`config.mk`:
```
export PLATFORM = sky130hd
export DESIGN_NAME = nls_cmd_seq
export DESIGN_NICKNAME = d
export VERILOG_FILES = /design/src/rtl/nls_pkg.sv /design/src/rtl/nls_req_decode.sv /design/src/rtl/nls_wait_timer.sv /design/src/rtl/nls_cmd_seq.sv
export SDC_FILE = /design/constraint.sdc
export NUM_CORES = 1
export LEC_CHECK = 0
export ABC_AREA = 1
export BUFFER_PORTS_ARGS = -buffer_cell sky130_fd_sc_hd__buf_2
export CORE_ASPECT_RATIO = 1.2
export CORE_UTILIZATION = 35
export CTS_CLUSTER_DIAMETER = 120
export DETAILED_ROUTE_END_ITERATION = 6
export GPL_ROUTABILITY_DRIVEN = 0
export REMOVE_ABC_BUFFERS = 1
export SYNTH_ARGS = -nofsm -noshare
export SYNTH_HDL_FRONTEND = slang
export SYNTH_HIERARCHICAL = 1
export SYNTH_SLANG_ARGS = --single-unit
```
`constraint.sdc`:
```
create_clock -name clk -period 4.8 [get_ports clk]
set_input_delay 0.48 -clock clk [delete_from_list [all_inputs] [get_ports clk]]
set_output_delay 0.48 -clock clk [all_outputs]
set_load 0.05 [all_outputs]
```
`src/rtl/nls_pkg.sv`:
```
package nls_pkg;

    localparam logic [7:0] OP_READ       = 8'h00;
    localparam logic [7:0] OP_READ_GO    = 8'h30;
    localparam logic [7:0] OP_RND_OUT    = 8'h05;
    localparam logic [7:0] OP_RND_OUT_GO = 8'hE0;
    localparam logic [7:0] OP_RND_IN     = 8'h85;
    localparam logic [7:0] OP_PROG_CACHE = 8'h15;
    localparam logic [7:0] OP_PROG       = 8'h10;
    localparam logic [7:0] OP_ERASE_A    = 8'h60;
    localparam logic [7:0] OP_ERASE_B    = 8'hD0;
    localparam logic [7:0] OP_LOAD       = 8'h80;
    localparam logic [7:0] OP_STATUS     = 8'h70;
    localparam logic [7:0] OP_ID         = 8'h90;
    localparam logic [7:0] OP_FEAT_SET   = 8'hEF;
    localparam logic [7:0] OP_FEAT_GET   = 8'hEE;

    localparam int unsigned MAX_ADDR = 5;

    typedef enum logic [2:0] {
        ST_IDLE, ST_CMD, ST_ADDR, ST_CONF, ST_TWB, ST_RDY, ST_DLY
    } state_e;

    typedef enum logic [1:0] {
        POST_NONE, POST_CCS, POST_RDY
    } post_e;

    typedef struct packed {
        logic [7:0]                   op;
        logic [MAX_ADDR-1:0][7:0]     abyte;
        logic [2:0]                   acnt;
        logic                         conf_en;
        logic [7:0]                   conf_op;
        post_e                        post;
    } dec_t;

    typedef struct packed {
        state_e     st;
        dec_t       req;
        logic [2:0] idx;
        logic       done;
    } seq_t;

    function automatic logic is_byte_op(input logic [7:0] op);
        return (op == OP_ID) || (op == OP_FEAT_SET) || (op == OP_FEAT_GET);
    endfunction

    function automatic logic is_no_wait(input logic [7:0] op);
        case (op)
            OP_PROG_CACHE, OP_PROG, OP_ERASE_A, OP_ERASE_B,
            OP_LOAD, OP_STATUS, OP_ID, OP_FEAT_SET: return 1'b1;
            default:                                return 1'b0;
        endcase
    endfunction

endpackage

```
`src/rtl/nls_req_decode.sv`:
```
module nls_req_decode
    import nls_pkg::*;
#(
    parameter int unsigned COL_W      = 16,
    parameter int unsigned ROW_W      = 24,
    parameter int unsigned PAGE_BYTES = 2048
) (
    input  logic [7:0]       opcode,
    input  logic             spare,
    input  logic             has_col,
    input  logic [COL_W-1:0] col,
    input  logic             has_page,
    input  logic [ROW_W-1:0] page,
    input  logic             bus16,
    input  logic             row3,
    output dec_t             dec
);

    localparam logic [COL_W-1:0] SPARE_OFS = COL_W'(PAGE_BYTES);

    logic [7:0]       op;
    logic             col_on;
    logic             byte_op;
    logic [COL_W-1:0] colv;
    logic [15:0]      c16;
    logic [23:0]      p24;
    logic [2:0]       k;

    always_comb begin
        op      = spare ? OP_READ : opcode;
        col_on  = has_col | spare;
        byte_op = is_byte_op(op);
        colv    = spare ? (col + SPARE_OFS) : col;
        if (bus16 && !byte_op) begin
            colv = colv >> 1;
        end
        c16 = 16'(colv);
        p24 = 24'(page);

        dec       = '0;
        dec.op    = op;
        k         = 3'd0;
        if (col_on) begin
            dec.abyte[k] = c16[7:0];
            k = k + 3'd1;
            if (!byte_op) begin
                dec.abyte[k] = c16[15:8];
                k = k + 3'd1;
            end
        end
        if (has_page) begin
            dec.abyte[k] = p24[7:0];
            k = k + 3'd1;
            dec.abyte[k] = p24[15:8];
            k = k + 3'd1;
            if (row3) begin
                dec.abyte[k] = p24[23:16];
                k = k + 3'd1;
            end
        end
        dec.acnt = k;

        if (op == OP_READ) begin
            dec.conf_en = (k != 3'd0);
            dec.conf_op = OP_READ_GO;
            dec.post    = (k != 3'd0) ? POST_RDY : POST_NONE;
        end else if (op == OP_RND_OUT) begin
            dec.conf_en = 1'b1;
            dec.conf_op = OP_RND_OUT_GO;
            dec.post    = POST_CCS;
        end else if (op == OP_RND_IN) begin
            dec.post    = POST_CCS;
        end else if (is_no_wait(op)) begin
            dec.post    = POST_NONE;
        end else begin
            dec.post    = POST_RDY;
        end
    end

endmodule

```
`src/rtl/nls_wait_timer.sv`:
```
module nls_wait_timer #(
    parameter int unsigned CNT_W = 16
) (
    input  logic             clk,
    input  logic             rst_n,
    input  logic             load,
    input  logic [CNT_W-1:0] load_val,
    input  logic             tick,
    output logic             expired
);

    logic [CNT_W-1:0] cnt_d, cnt_q;

    always_comb begin
        cnt_d = cnt_q;
        if (load) begin
            cnt_d = load_val;
        end else if (tick && (cnt_q != '0)) begin
            cnt_d = cnt_q - 1'b1;
        end
    end

    always_ff @(posedge clk or negedge rst_n) begin
        if (!rst_n) begin
            cnt_q <= '0;
        end else begin
            cnt_q <= cnt_d;
        end
    end

    assign expired = (cnt_q <= CNT_W'(1));

endmodule

```
`src/rtl/nls_cmd_seq.sv`:
```
module nls_cmd_seq
    import nls_pkg::*;
#(
    parameter int unsigned COL_W        = 16,
    parameter int unsigned ROW_W        = 24,
    parameter int unsigned PAGE_BYTES   = 2048,
    parameter int unsigned CNT_W        = 16,
    parameter int unsigned TWB_CYC      = 10,
    parameter int unsigned CCS_DFLT_CYC = 50,
    parameter int unsigned CHIP_DLY_CYC = 2000
) (
    input  logic             clk,
    input  logic             rst_n,
    input  logic             req_valid,
    input  logic [7:0]       req_opcode,
    input  logic             req_spare,
    input  logic             req_has_col,
    input  logic [COL_W-1:0] req_col,
    input  logic             req_has_page,
    input  logic [ROW_W-1:0] req_page,
    input  logic             cfg_bus16,
    input  logic             cfg_row3,
    input  logic             cfg_ccs_wait,
    input  logic             cfg_ccs_known,
    input  logic [CNT_W-1:0] cfg_ccs_cyc,
    input  logic             cfg_rb_present,
    input  logic             rb_ready,
    output logic             busy,
    output logic             done,
    output logic             ce_n,
    output logic             cle,
    output logic             ale,
    output logic [15:0]      io_out
);

    localparam logic [CNT_W-1:0] TWB_V  = CNT_W'(TWB_CYC);
    localparam logic [CNT_W-1:0] CCS_V  = CNT_W'(CCS_DFLT_CYC);
    localparam logic [CNT_W-1:0] CHIP_V = CNT_W'(CHIP_DLY_CYC);

    seq_t             q, d;
    dec_t             dec;
    logic             t_load;
    logic [CNT_W-1:0] t_val;
    logic             t_tick;
    logic             t_exp;
    logic             go_post;

    nls_req_decode #(
        .COL_W      (COL_W),
        .ROW_W      (ROW_W),
        .PAGE_BYTES (PAGE_BYTES)
    ) dec_i (
        .opcode   (req_opcode),
        .spare    (req_spare),
        .has_col  (req_has_col),
        .col      (req_col),
        .has_page (req_has_page),
        .page     (req_page),
        .bus16    (cfg_bus16),
        .row3     (cfg_row3),
        .dec      (dec)
    );

    nls_wait_timer #(
        .CNT_W (CNT_W)
    ) tmr_i (
        .clk      (clk),
        .rst_n    (rst_n),
        .load     (t_load),
        .load_val (t_val),
        .tick     (t_tick),
        .expired  (t_exp)
    );

    assign t_tick = (q.st == ST_TWB) || (q.st == ST_DLY);

    always_comb begin
        d       = q;
        d.done  = 1'b0;
        t_load  = 1'b0;
        t_val   = '0;
        go_post = 1'b0;

        case (q.st)
            ST_IDLE: begin
                if (req_valid) begin
                    d.st  = ST_CMD;
                    d.req = dec;
                    d.idx = 3'd0;
                end
            end
            ST_CMD: begin
                if (q.req.acnt != 3'd0) begin
                    d.st  = ST_ADDR;
                    d.idx = 3'd0;
                end else begin
                    go_post = 1'b1;
                end
            end
            ST_ADDR: begin
                if (q.idx == (q.req.acnt - 3'd1)) begin
                    if (q.req.conf_en) begin
                        d.st = ST_CONF;
                    end else begin
                        go_post = 1'b1;
                    end
                end else begin
                    d.idx = q.idx + 3'd1;
                end
            end
            ST_CONF: begin
                go_post = 1'b1;
            end
            ST_TWB: begin
                if (t_exp) begin
                    if (cfg_rb_present) begin
                        d.st = ST_RDY;
                    end else begin
                        d.st   = ST_DLY;
                        t_load = 1'b1;
                        t_val  = CHIP_V;
                    end
                end
            end
            ST_RDY: begin
                if (rb_ready) begin
                    d.st   = ST_IDLE;
                    d.done = 1'b1;
                end
            end
            ST_DLY: begin
                if (t_exp) begin
                    d.st   = ST_IDLE;
                    d.done = 1'b1;
                end
            end
            default: begin
                d.st = ST_IDLE;
            end
        endcase

        if (go_post) begin
            case (q.req.post)
                POST_CCS: begin
                    if (cfg_ccs_wait) begin
                        d.st   = ST_DLY;
                        t_load = 1'b1;
                        t_val  = cfg_ccs_known ? cfg_ccs_cyc : CCS_V;
                    end else begin
                        d.st   = ST_IDLE;
                        d.done = 1'b1;
                    end
                end
                POST_RDY: begin
                    d.st   = ST_TWB;
                    t_load = 1'b1;
                    t_val  = TWB_V;
                end
                default: begin
                    d.st   = ST_IDLE;
                    d.done = 1'b1;
                end
            endcase
        end
    end

    always_ff @(posedge clk or negedge rst_n) begin
        if (!rst_n) begin
            q <= '0;
        end else begin
            q <= d;
        end
    end

    always_comb begin
        busy   = (q.st != ST_IDLE);
        done   = q.done;
        cle    = (q.st == ST_CMD) || (q.st == ST_CONF);
        ale    = (q.st == ST_ADDR);
        ce_n   = !(cle || ale);
        io_out = 16'h0000;
        case (q.st)
            ST_CMD:  io_out = {8'h00, q.req.op};
            ST_ADDR: io_out = {8'h00, q.req.abyte[q.idx]};
            ST_CONF: io_out = {8'h00, q.req.conf_op};
            default: io_out = 16'h0000;
        endcase
    end

endmodule

```
==> summary.txt, run 1 <==
Synthesis
  • Main flop type after synthesis: dfrtp_1
  • Post-Syn Instances: 927
  • Most common cell in the netlist: nand2_1
  • Seq/Total Area, Yosys: 0.317
  • Mapped Area: 0.00671 mm²
  • Post-synthesis register bit count: 85
  • Ys Warns: 6
  • Largest cells by area after synthesis: dfrtp_1 32%, nand2_1 14%, mux2_2 8.2%
  • Asr flop ratio synth: 1.00
  • EDFF count, synth: 0
  • Synth cell count leaders: 246 x nand2_1, 126 x nor2_1, 93 x nand3_1
  • Mean post-synth cell area: 7.23 µm²
  • Yosys top cell area share: 0.317
  • Post-synth cell types: 46
  • Leading area contributor after synthesis: dfrtp_1

Outcome
  • Status: complete, no violations

Clock network
  • CTS Hold Bufs: 0
  • Sink Count: 85
  • Clock latency on the worst-skew pair: 0.35 ns
  • H-tree levels: 3
  • TritonCTS buffer count: 9
  • CTS resizes: 0
  • Post-CTS Setup Repair Bufs: 0
  • Clock Path Buffers: 2
  • Reg clk slew, reported paths: 0.06 ns
  • CTS tree: done
  • Clk root buf: clkbuf_16

Detailed routing
  • DR vias/cell: 4.84
  • Wire length per cell: 14.0 µm
  • Final routed DRC violation total: 0
  • Antenna-violating nets left: 0
  • First drt pass iteration count: 5
  • DR iter-0 viols: 294
  • Vias: 6047
  • Final WL: 17600 µm

Floorplanning
  • Die width: 128 µm
  • IO Pins: 97
  • Die area: 0.0197 mm²
  • # rows: 55
  • DIE HEIGHT: 154 µm
  • Core ar.: 0.0188 mm²
  • Initial core utilization: 0.357

Worst setup path
  • Worst setup EP type: primary output
  • Stages on the worst setup path: 6
  • Slowest Stage Delay on Critical Path: 0.66 ns
  • Critical path data arrival time: 2.67 ns
  • Most used cell, CP: nand3_1
  • Crit path max fanout: 20
  • Crit Path Class: reg2out
  • CP startpoint: q[1]$_DFFE_PN0P_
  • CP top delay family: buffers and inverters
  • Slowest cell on crit path: dfrtp_1
  • Worst reg2reg path depth: 11
  • Critical path cell sequence: inv_1 -> nand3_1 -> o21ai_0 -> nand2_1 -> nand3_1 -> buf_2
  • Critical Path Start Type: register
  • Crit path buf inv count: 2
  • Crit path required time: 4.32 ns
  • Critical R2R Launch: tmr_i/cnt_q[0]$_DFFE_PN0P_

Final layout
  • Post-layout nets: 1073
  • Finished Layout Cells: 1250
  • Finished Cell Area: 0.00747 mm²
  • Area Growth Syn to Fin: 11.5%
  • Fraction of layout cells with a size suffix above 1: 0.237
  • Layout Utilization: 0.398
  • # diodes: 0

Power and ir drop
  • Peak supply drop: 0.206 mV
  • Pwr Density: 548 mW/mm²
  • Static Leak: 4.01 nW

Timing
  • RSZ-0062 raised after global routing: no
  • Pins Over Slew Limit: 0
  • Max Clk Rate: 317 MHz
  • Final Cycle Share: 0.657
  • Min cycle time layout: 3.15 ns
  • WHS: 0.210 ns
  • Setup-failing EPs final: 0
  • TNS Setup: 0 ns
  • Worst-Margin Slew: 1.02 ns
  • Fin. Hold Viols: 0
  • Clock Skew: 0.00931 ns
  • Max-slew headroom: 0.321

Global route
  • Vias in the first global route: 5630
  • Largest net degree at the start of global routing: 78
  • Antenna violations before repair: 0
  • Aggregate global routing overflow: 0
  • First-pass GRT wire length: 28300 µm
  • Total GRT Usage: 0.182

Hold path
  • Worst min-delay path category: in2async

Job
  • Max-cap violations: 0

Placed design
  • DPL Wire Length: 12900 µm
  • Number of I/O port buffers: 88
  • Placed instance area: 0.00715 mm²
  • Inst Count DP: 1234
## kinds of logic (layout without fill, tap and decap cells)
family / count (synthesis) / in the layout / share of synthesized area
fa+ha+maj: 8 / 8 / 0.0149
mux: 50 / 50 / 0.0838
compound gates: 79 / 79 / 0.0674
buf+inv: 141 / 198 / 0.109
xor+xnor: 12 / 12 / 0.0157
other cells: 2 / 12 / 0.00112
flops: 85 / 85 / 0.317
simple gates: 550 / 550 / 0.391
## worst register-to-register path: stages (launching register included)
cell	delay, ns
dfrtp_1	0.41
inv_1	0.11
ha_1	0.30
o21ai_0	0.12
nor4_1	0.45
nand3_1	0.34
nand2_1	0.16
buf_4	0.27
inv_1	0.36
or2_2	0.39
nand3_1	0.08
nand2_1	0.05
## placed cells by master, fill, tap and decap left out, types with 2 or more instances in the layout
cell        count
nand2_1       246
nor2_1        126
nand3_1        93
buf_2          87
dfrtp_1        85
inv_1          82
mux2_2         49
o21ai_0        40
nand3_2        21
a21oi_1        21
nand2_2        16
conb_1         12
nand4_1        10
clkbuf_16       9
inv_2           8
xor2_1          8
nand3b_1        8
ha_1            8
o21ai_1         6
nor2_2          6
nand2_4         5
o21ai_2         5
xnor2_1         4
buf_4           4
nand3_4         3
nor3_1          3
clkbuf_8        3
nor2_8          3
o21bai_1        2
clkinvlp_4      2
nor2_4          2
nand4_2         2
o31ai_2         2
or2_2           2
## metal layers
layer / GRT usage / part of all wire / vias to the layer above
li1: - / - / 3064
met1: 0.229 / 0.44 / 2787
met2: 0.320 / 0.50 / 175
met3: 0.0191 / 0.040 / 21
met4: 0.0650 / 0.017 / 0
met5: 0 / 0 / -
## state kept, by name (all words and copies together) (netlist names)
| register | flops |
|---|---|
| done | 1 |
| q | 68 |
| tmr_i/cnt_q | 16 |
## where the power goes
part           switching, mW  internal, mW  leakage, nW
logic                   1.34         0.744         2.78
registers              0.230          1.03         1.08
clock network          0.306         0.448        0.151
## cell type report
| cell class | count | area, µm² |
|---|---|---|
| clock buffer | 12 | 267 |
| timing repair buffer | 91 | 465 |
| clock inverter | 4 | 53.8 |
| inverter | 91 | 349 |
| multi-input combinational | 711 | 3890 |
| sequential | 85 | 2130 |
| fill | 1992 | 11300 |
| tap | 256 | 320 |
## path summary, 6_finish.rpt
kind                                               to  slack (ns)
setup / recovery                            io_out[5]        1.65
hold / removal                      q[58]$_DFFE_PN0P_        0.21
setup reg to reg           tmr_i/cnt_q[6]$_DFFE_PN0P_        1.65
hold reg to reg                     q[46]$_DFFE_PN0P_        0.50
max in group asynchronous           q[22]$_DFFE_PN0P_        3.68
min in group clk                    q[66]$_DFFE_PN0P_        0.46
## per-stage QoR
| stage | total power, mW | setup WS (ns) |
|---|---|---|
| floorplan | 2.84 | 1.96 |
| CTS | 4.12 | 1.62 |
| global placement | 3.33 | 1.84 |
| detailed placement | 3.35 | 1.73 |
| finish | 4.10 | 1.65 |
| global route | 4.43 | 1.40 |
No activity file was read; power rests on OpenSTA's default activity.
==> run 2, diff against run 1 <==
- clock period: 4.8 -> 3.2 ns (I/O delays scaled with it)
==> summary.txt, run 2 (same netlist as run 1, synthesis figures left out) <==
Outcome
  • Status: complete, no violations

Timing
  • Setup-failing EPs final: 0 (unchanged)
  • Max-slew headroom: 0.418 (+0.0969)
  • Min cycle time layout: 2.84 ns
  • Final WS setup: 0.356 ns (-1.29 ns)
  • Max Clk Rate: 352 MHz
  • TNS Setup: 0 ns (unchanged)
  • Fin. Hold Viols: 0 (unchanged)
  • Worst-Margin Slew: 0.873 ns (-0.145 ns)
  • Clock Skew: 0.00779 ns (-0.00152 ns)
  • RSZ-0062 raised after global routing: no
  • Pins Over Slew Limit: 0 (unchanged)
  • WHS: 0.0829 ns (-0.127 ns)
  • Final Cycle Share: 0.889

Power and ir drop
  • Clock power frac: 0.178 (-0.006)
  • Static Leak: 4.03 nW (+0.64%)
  • Pwr Density: 819 mW/mm² (+49%)
  • Peak supply drop: 0.343 mV (+66%)
  • Gate power share: 0.521 (+0.013)
  • Int Pwr: 3.31 mW (+49%)
  • Switching power share of the total: 0.462 (+0.00444)
  • NetSw: 2.84 mW (+52%)
  • Sequential Power Share: 0.301 (-0.007)

Clock network
  • Sink Count: 85 (unchanged)
  • CTS Hold Bufs: 0 (unchanged)
  • CTS tree: done
  • Reg clk slew, reported paths: 0.06 ns (about the same)
  • TritonCTS buffer count: 9 (unchanged)
  • CTS resizes: 0 (unchanged)
  • Clk root buf: clkbuf_16
  • Clock latency on the worst-skew pair: 0.36 ns (about the same)
  • Clock Path Buffers: 2 (unchanged)
  • Post-CTS Setup Repair Bufs: 0 (unchanged)
  • H-tree levels: 3 (unchanged)

Floorplanning
  • # rows: 55 (unchanged)
  • Core ar.: 0.0188 mm² (unchanged)
  • DIE HEIGHT: 154 µm (unchanged)
  • Die area: 0.0197 mm² (unchanged)
  • Initial core utilization: 0.357 (unchanged)
  • IO Pins: 97 (unchanged)
  • Die width: 128 µm (unchanged)

Worst setup path
  • Critical path cell sequence: inv_1 -> ha_1 -> o21ai_0 -> nor4_1 -> nand3_1 -> nand2_1 -> inv_1 -> or2_2 -> nand3_1 -> nand2_1
  • Critical path data arrival time: 3.09 ns (+0.42 ns)
  • Slowest Stage Delay on Critical Path: 0.50 ns (-0.16 ns)
  • Crit path max fanout: 17 (-15%)
  • Critical Path Start Type: register
  • Slowest cell on crit path: nor4_1
  • Crit path required time: 3.45 ns (-0.87 ns)
  • Worst setup EP type: register
  • Crit Path Class: reg2reg

Global route
  • First-pass GRT wire length: 29400 µm (+3.9%)
  • Vias in the first global route: 5874 (+4.3%)
  • Aggregate global routing overflow: 0 (unchanged)
  • Total GRT Usage: 0.190 (+0.00774)
  • Antenna violations before repair: 0 (unchanged)
  • Largest net degree at the start of global routing: 64 (-18%)

Detailed routing
  • DR vias/cell: 4.89 (+1.2%)
  • DR iter-0 viols: 325 (+11%)
  • First drt pass iteration count: 7 (+2)
  • Wire length per cell: 14.4 µm (+2.3%)
  • Final routed DRC violation total: 0 (unchanged)
  • Antenna-violating nets left: 0 (unchanged)
  • Vias: 6148 (+1.7%)
  • Final WL: 18000 µm (+2.7%)

Final layout
  • Fraction of layout cells with a size suffix above 1: 0.241 (+0.00358)
  • Max reg flops: 68 (unchanged)
  • # fillers: 2046 (+2.7%)
  • # diodes: 0 (unchanged)
  • Most frequent cells in the layout: 246 x nand2_1, 126 x nor2_1, 93 x nand3_1
  • Commonest non-fill, non-tap cell in the layout: nand2_1
  • Largest Register: q
  • Finished Layout Cells: 1256 (+0.48%)
  • Finished Cell Area: 0.00751 mm² (+0.52%)
  • Area Growth Syn to Fin: 12.0%
  • Post-layout nets: 1079 (+0.56%)

Placed design
  • Pre-CTS setup slack: 0.381 ns (-1.35 ns)
  • Placed instance area: 0.00721 mm² (+0.80%)
  • Inst Count DP: 1240 (+0.49%)
  • DPL Wire Length: 13300 µm (+3.3%)
  • Number of I/O port buffers: 88 (unchanged)

Hold path
  • Worst min-delay path category: in2async

Job
  • Max-cap violations: 0 (unchanged)
[run 2: cell types whose count changed in the layout (fill, tap and decap cells not counted), sizes merged]
cell	previous run	this run
clkbuf	12	11
buf	91	97
clkinv	0	1
[run 2: path summary, 6_finish.rpt]
kind	startpoint	endpoint	slack [ns]	cells past startpoint
max	tmr_i/cnt_q[0]$_DFFE_PN0P_	tmr_i/cnt_q[6]$_DFFE_PN0P_	0.36	10
min	rst_n	tmr_i/cnt_q[2]$_DFFE_PN0P_	0.08	1
max reg2reg	tmr_i/cnt_q[0]$_DFFE_PN0P_	tmr_i/cnt_q[6]$_DFFE_PN0P_	0.36	10
min reg2reg	q[30]$_DFFE_PN0P_	q[30]$_DFFE_PN0P_	0.50	1
max in group asynchronous	rst_n	q[22]$_DFFE_PN0P_	2.38	2
min in group clk	rb_ready	q[66]$_DFFE_PN0P_	0.31	3
[run 2: power groups by stage]
stage	Combinational [mW]	Clock, mW	Sequential [mW]
6_report	3.20	1.10	1.85
5_1_grt	3.59	1.16	1.92
3_5_place_dp	3.21	0	1.87
2_1_floorplan	2.43	0	1.82
4_1_cts	3.23	1.12	1.85
3_3_place_gp	3.18	0	1.85
[run 2: final cells by class]
class	count	area, µm²	share of cell area
sequential	85	2130	0.283
inverter	91	349	0.0465
timing repair buffer	97	523	0.0696
clock buffer	11	243	0.0323
tap	256	320	0.0426
multi-input combinational	711	3890	0.518
clock inverter	5	58.8	0.00783
[run 2: routing by layer]
| layer | GRT usage | share of wire | up-vias |
|---|---|---|---|
| met5 | 0 | 0 | - |
| met1 | 0.230 | 0.44 | 2886 |
| met4 | 0.0577 | 0.016 | 0 |
| li1 | - | - | 3092 |
| met2 | 0.341 | 0.50 | 148 |
| met3 | 0.0299 | 0.043 | 22 |
[run 2: worst max-delay path: cells and delay by family, from the launching register on]
kind,cells,cell delay [ns]
AO/OA/AOI/OAI,1,0.12
adder cells (fa/ha/maj),1,0.28
flip-flops,1,0.41
AND/OR/NAND/NOR,6,1.51
buffers and inverters,2,0.41
[run 2: per-stage QoR]
step                total power, mW   util
detailed placement             5.08  0.384
floorplan                      4.25      -
finish                         6.15  0.400
CTS                            6.19  0.400
global placement               5.04  0.384
global route                   6.67  0.400
==> run 3, diff against run 2 <==
- CTS_CLUSTER_DIAMETER: 120 -> default
- GPL_TIMING_DRIVEN: default -> 0
==> summary.txt, run 3 (same netlist as run 1, synthesis figures left out) <==
Floorplanning
  • Die width: 128 µm (unchanged)
  • IO Pins: 97 (unchanged)
  • Core ar.: 0.0188 mm² (unchanged)
  • Initial core utilization: 0.357 (unchanged)
  • # rows: 55 (unchanged)
  • DIE HEIGHT: 154 µm (unchanged)
  • Die area: 0.0197 mm² (unchanged)

Final layout
  • Area Growth Syn to Fin: 12.6%
  • Post-layout nets: 1077 (-0.19%)
  • Most frequent cells in the layout: 245 x nand2_1, 126 x nor2_1, 93 x nand3_1
  • Finished Layout Cells: 1254 (-0.16%)
  • Fraction of layout cells with a size suffix above 1: 0.243 (+0.00249)
  • Max reg flops: 68 (unchanged)
  • Largest Register: q
  • # diodes: 0 (unchanged)
  • Commonest non-fill, non-tap cell in the layout: nand2_1

Power and ir drop
  • Peak supply drop: 0.331 mV (-3.5%)
  • Pwr Density: 815 mW/mm² (-0.41%)
  • Static Leak: 4.03 nW (-0.12%)

Placed design
  • Inst Count DP: 1233 (-0.56%)
  • Number of I/O port buffers: 88 (unchanged)
  • DPL Wire Length: 12800 µm (-3.9%)

Timing
  • Min cycle time layout: 2.91 ns (+0.0667 ns)
  • Clock Skew: 0.00961 ns (+0.00182 ns)
  • TNS Setup: 0 ns (unchanged)
  • Worst-Margin Slew: 1.11 ns (+0.241 ns)
  • Setup-failing EPs final: 0 (unchanged)
  • Fin. Hold Viols: 0 (unchanged)
  • Final Cycle Share: 0.910 (+0.0208)
  • Max-slew headroom: 0.254 (-0.164)
  • Max Clk Rate: 344 MHz (-2.3%)
  • Pins Over Slew Limit: 0 (unchanged)
  • RSZ-0062 raised after global routing: no

Detailed routing
  • DR iter-0 viols: 340 (+4.6%)
  • Final WL: 17700 µm (-2.1%)
  • First drt pass iteration count: 5 (-2)
  • Wire length per cell: 14.1 µm (-2.0%)
  • Vias: 6087 (-0.99%)
  • Antenna-violating nets left: 0 (unchanged)
  • DR vias/cell: 4.85 (-0.83%)
  • Final routed DRC violation total: 0 (unchanged)

Clock network
  • Clock Path Buffers: 2 (unchanged)
  • H-tree levels: 3 (unchanged)
  • Sink Count: 85 (unchanged)
  • CTS tree: done
  • Clock latency on the worst-skew pair: 0.36 ns (about the same)
  • Reg clk slew, reported paths: 0.07 ns (about the same)
  • TritonCTS buffer count: 9 (unchanged)
  • Clk root buf: clkbuf_16

Global route
  • GR Layer Usage met2: 0.336 (-0.00463)
  • Largest net degree at the start of global routing: 61 (-4.7%)
  • First-pass GRT wire length: 29300 µm (-0.23%)
  • Vias in the first global route: 5787 (-1.5%)
  • GR peak layer: met2
  • Met1 Resource Use GR: 0.228 (-0.00166)
  • Aggregate global routing overflow: 0 (unchanged)
  • Total GRT Usage: 0.188 (-0.00162)
  • Antenna violations before repair: 0 (unchanged)
  • Met3 global-route usage: 0.0358 (+0.00592)

Worst setup path
  • Crit path max fanout: 20 (+3)
  • Crit path required time: 2.88 ns (-0.57 ns)
  • Stages on the worst setup path: 8 (-2)
  • Most used cell, CP: nand2_1
  • Crit path buf inv count: 2 (unchanged)
  • Critical Path Start Type: register
  • Critical path data arrival time: 2.59 ns (-0.50 ns)
  • Worst setup EP type: primary output
  • Critical path cell sequence: clkinvlp_4 -> o21ai_0 -> nand2_1 -> nand2_1 -> o21ai_0 -> nand2_1 -> nand3_1 -> buf_2
  • Crit Path Class: reg2out
  • Slowest Stage Delay on Critical Path: 0.69 ns (+0.19 ns)
  • CP top delay family: buffers and inverters
  • Slowest cell on crit path: dfrtp_2
  • Worst reg2reg path depth: 12 (+2)

Outcome
  • Status: complete, no violations

Hold path
  • Worst min-delay path category: in2reg
  • Hold path cells: 3

Job
  • Max-cap violations: 0 (unchanged)
-- run 3: cell types whose count changed in the layout (fill, tap and decap cells not counted), moves of 2 or more --
cell / before / now
clkinv_4: 0 / 3
buf_16: 0 / 2
inv_1: 82 / 80
buf_4: 9 / 5
-- run 3: layer usage --
layer  part of all wire  vias up
li1                   -     3083
met1               0.44     2854
met2               0.51      130
met3              0.042       20
met4              0.014        0
met5                  0        -
-- run 3: stage by stage --
step / setup slack, ns / power [mW] / hold slack, ns / instance area [µm²] / utilization
global route: 0.113 / 6.69 / 0.313 / 7550 / 0.402
detailed placement: -0.534 / 5.05 / 0.318 / 7190 / 0.383
CTS: 0.000452 / 6.17 / 0.291 / 7510 / 0.400
floorplan: 0.365 / 4.25 / 0.0244 / 6360 / -
finish: 0.289 / 6.16 / 0.287 / 7550 / 0.402
global placement: -0.518 / 5.00 / 0.483 / 7120 / 0.379
-- run 3: report_power, final --
group	internal (mW)	total, mW	switching [mW]
Clock	0.613	1.10	0.490
Sequential	1.55	1.89	0.343
Combinational	1.14	3.16	2.02
Total	3.31	6.16	2.85
-- run 3: worst paths after layout --
check | startpoint | end | slack [ns]
worst max register to register | q[2]$_DFFE_PN0P_ | tmr_i/cnt_q[6]$_DFFE_PN0P_ | 0.39
worst min-delay path | rb_ready | q[66]$_DFFE_PN0P_ | 0.29
min in group asynchronous | rst_n | q[34]$_DFFE_PN0P_ | 0.47
max in group asynchronous | rst_n | q[1]$_DFFE_PN0P_ | 2.08
worst max-delay path | q[1]$_DFFE_PN0P_ | io_out[3] | 0.29
worst min register to register | q[30]$_DFFE_PN0P_ | q[30]$_DFFE_PN0P_ | 0.50
-- run 3: what timing repair did --
item | 4_1_cts | 5_1_grt
gates resized for setup | 4 | 2
setup buffers | 0 | 4
hold buffers | 1 | 0
setup endpoints to repair | 18 | 16
hold endpoints to repair | 31 | 0
-- run 3: tightest hold or removal path, stage by stage --
cell and delay, ns:
buf_2 0.09, nor2_1 0.05, o21bai_1 0.14
-- run 3: area by class of cell --
class / count / area (µm²)
clock inverters: 6 / 72.6
well taps: 256 / 320
flip-flops and latches: 85 / 2130
inverters: 91 / 357
multi-input cells: 711 / 3910
fillers: 2017 / 11200
clock buffers: 10 / 229
repair buffers: 95 / 538
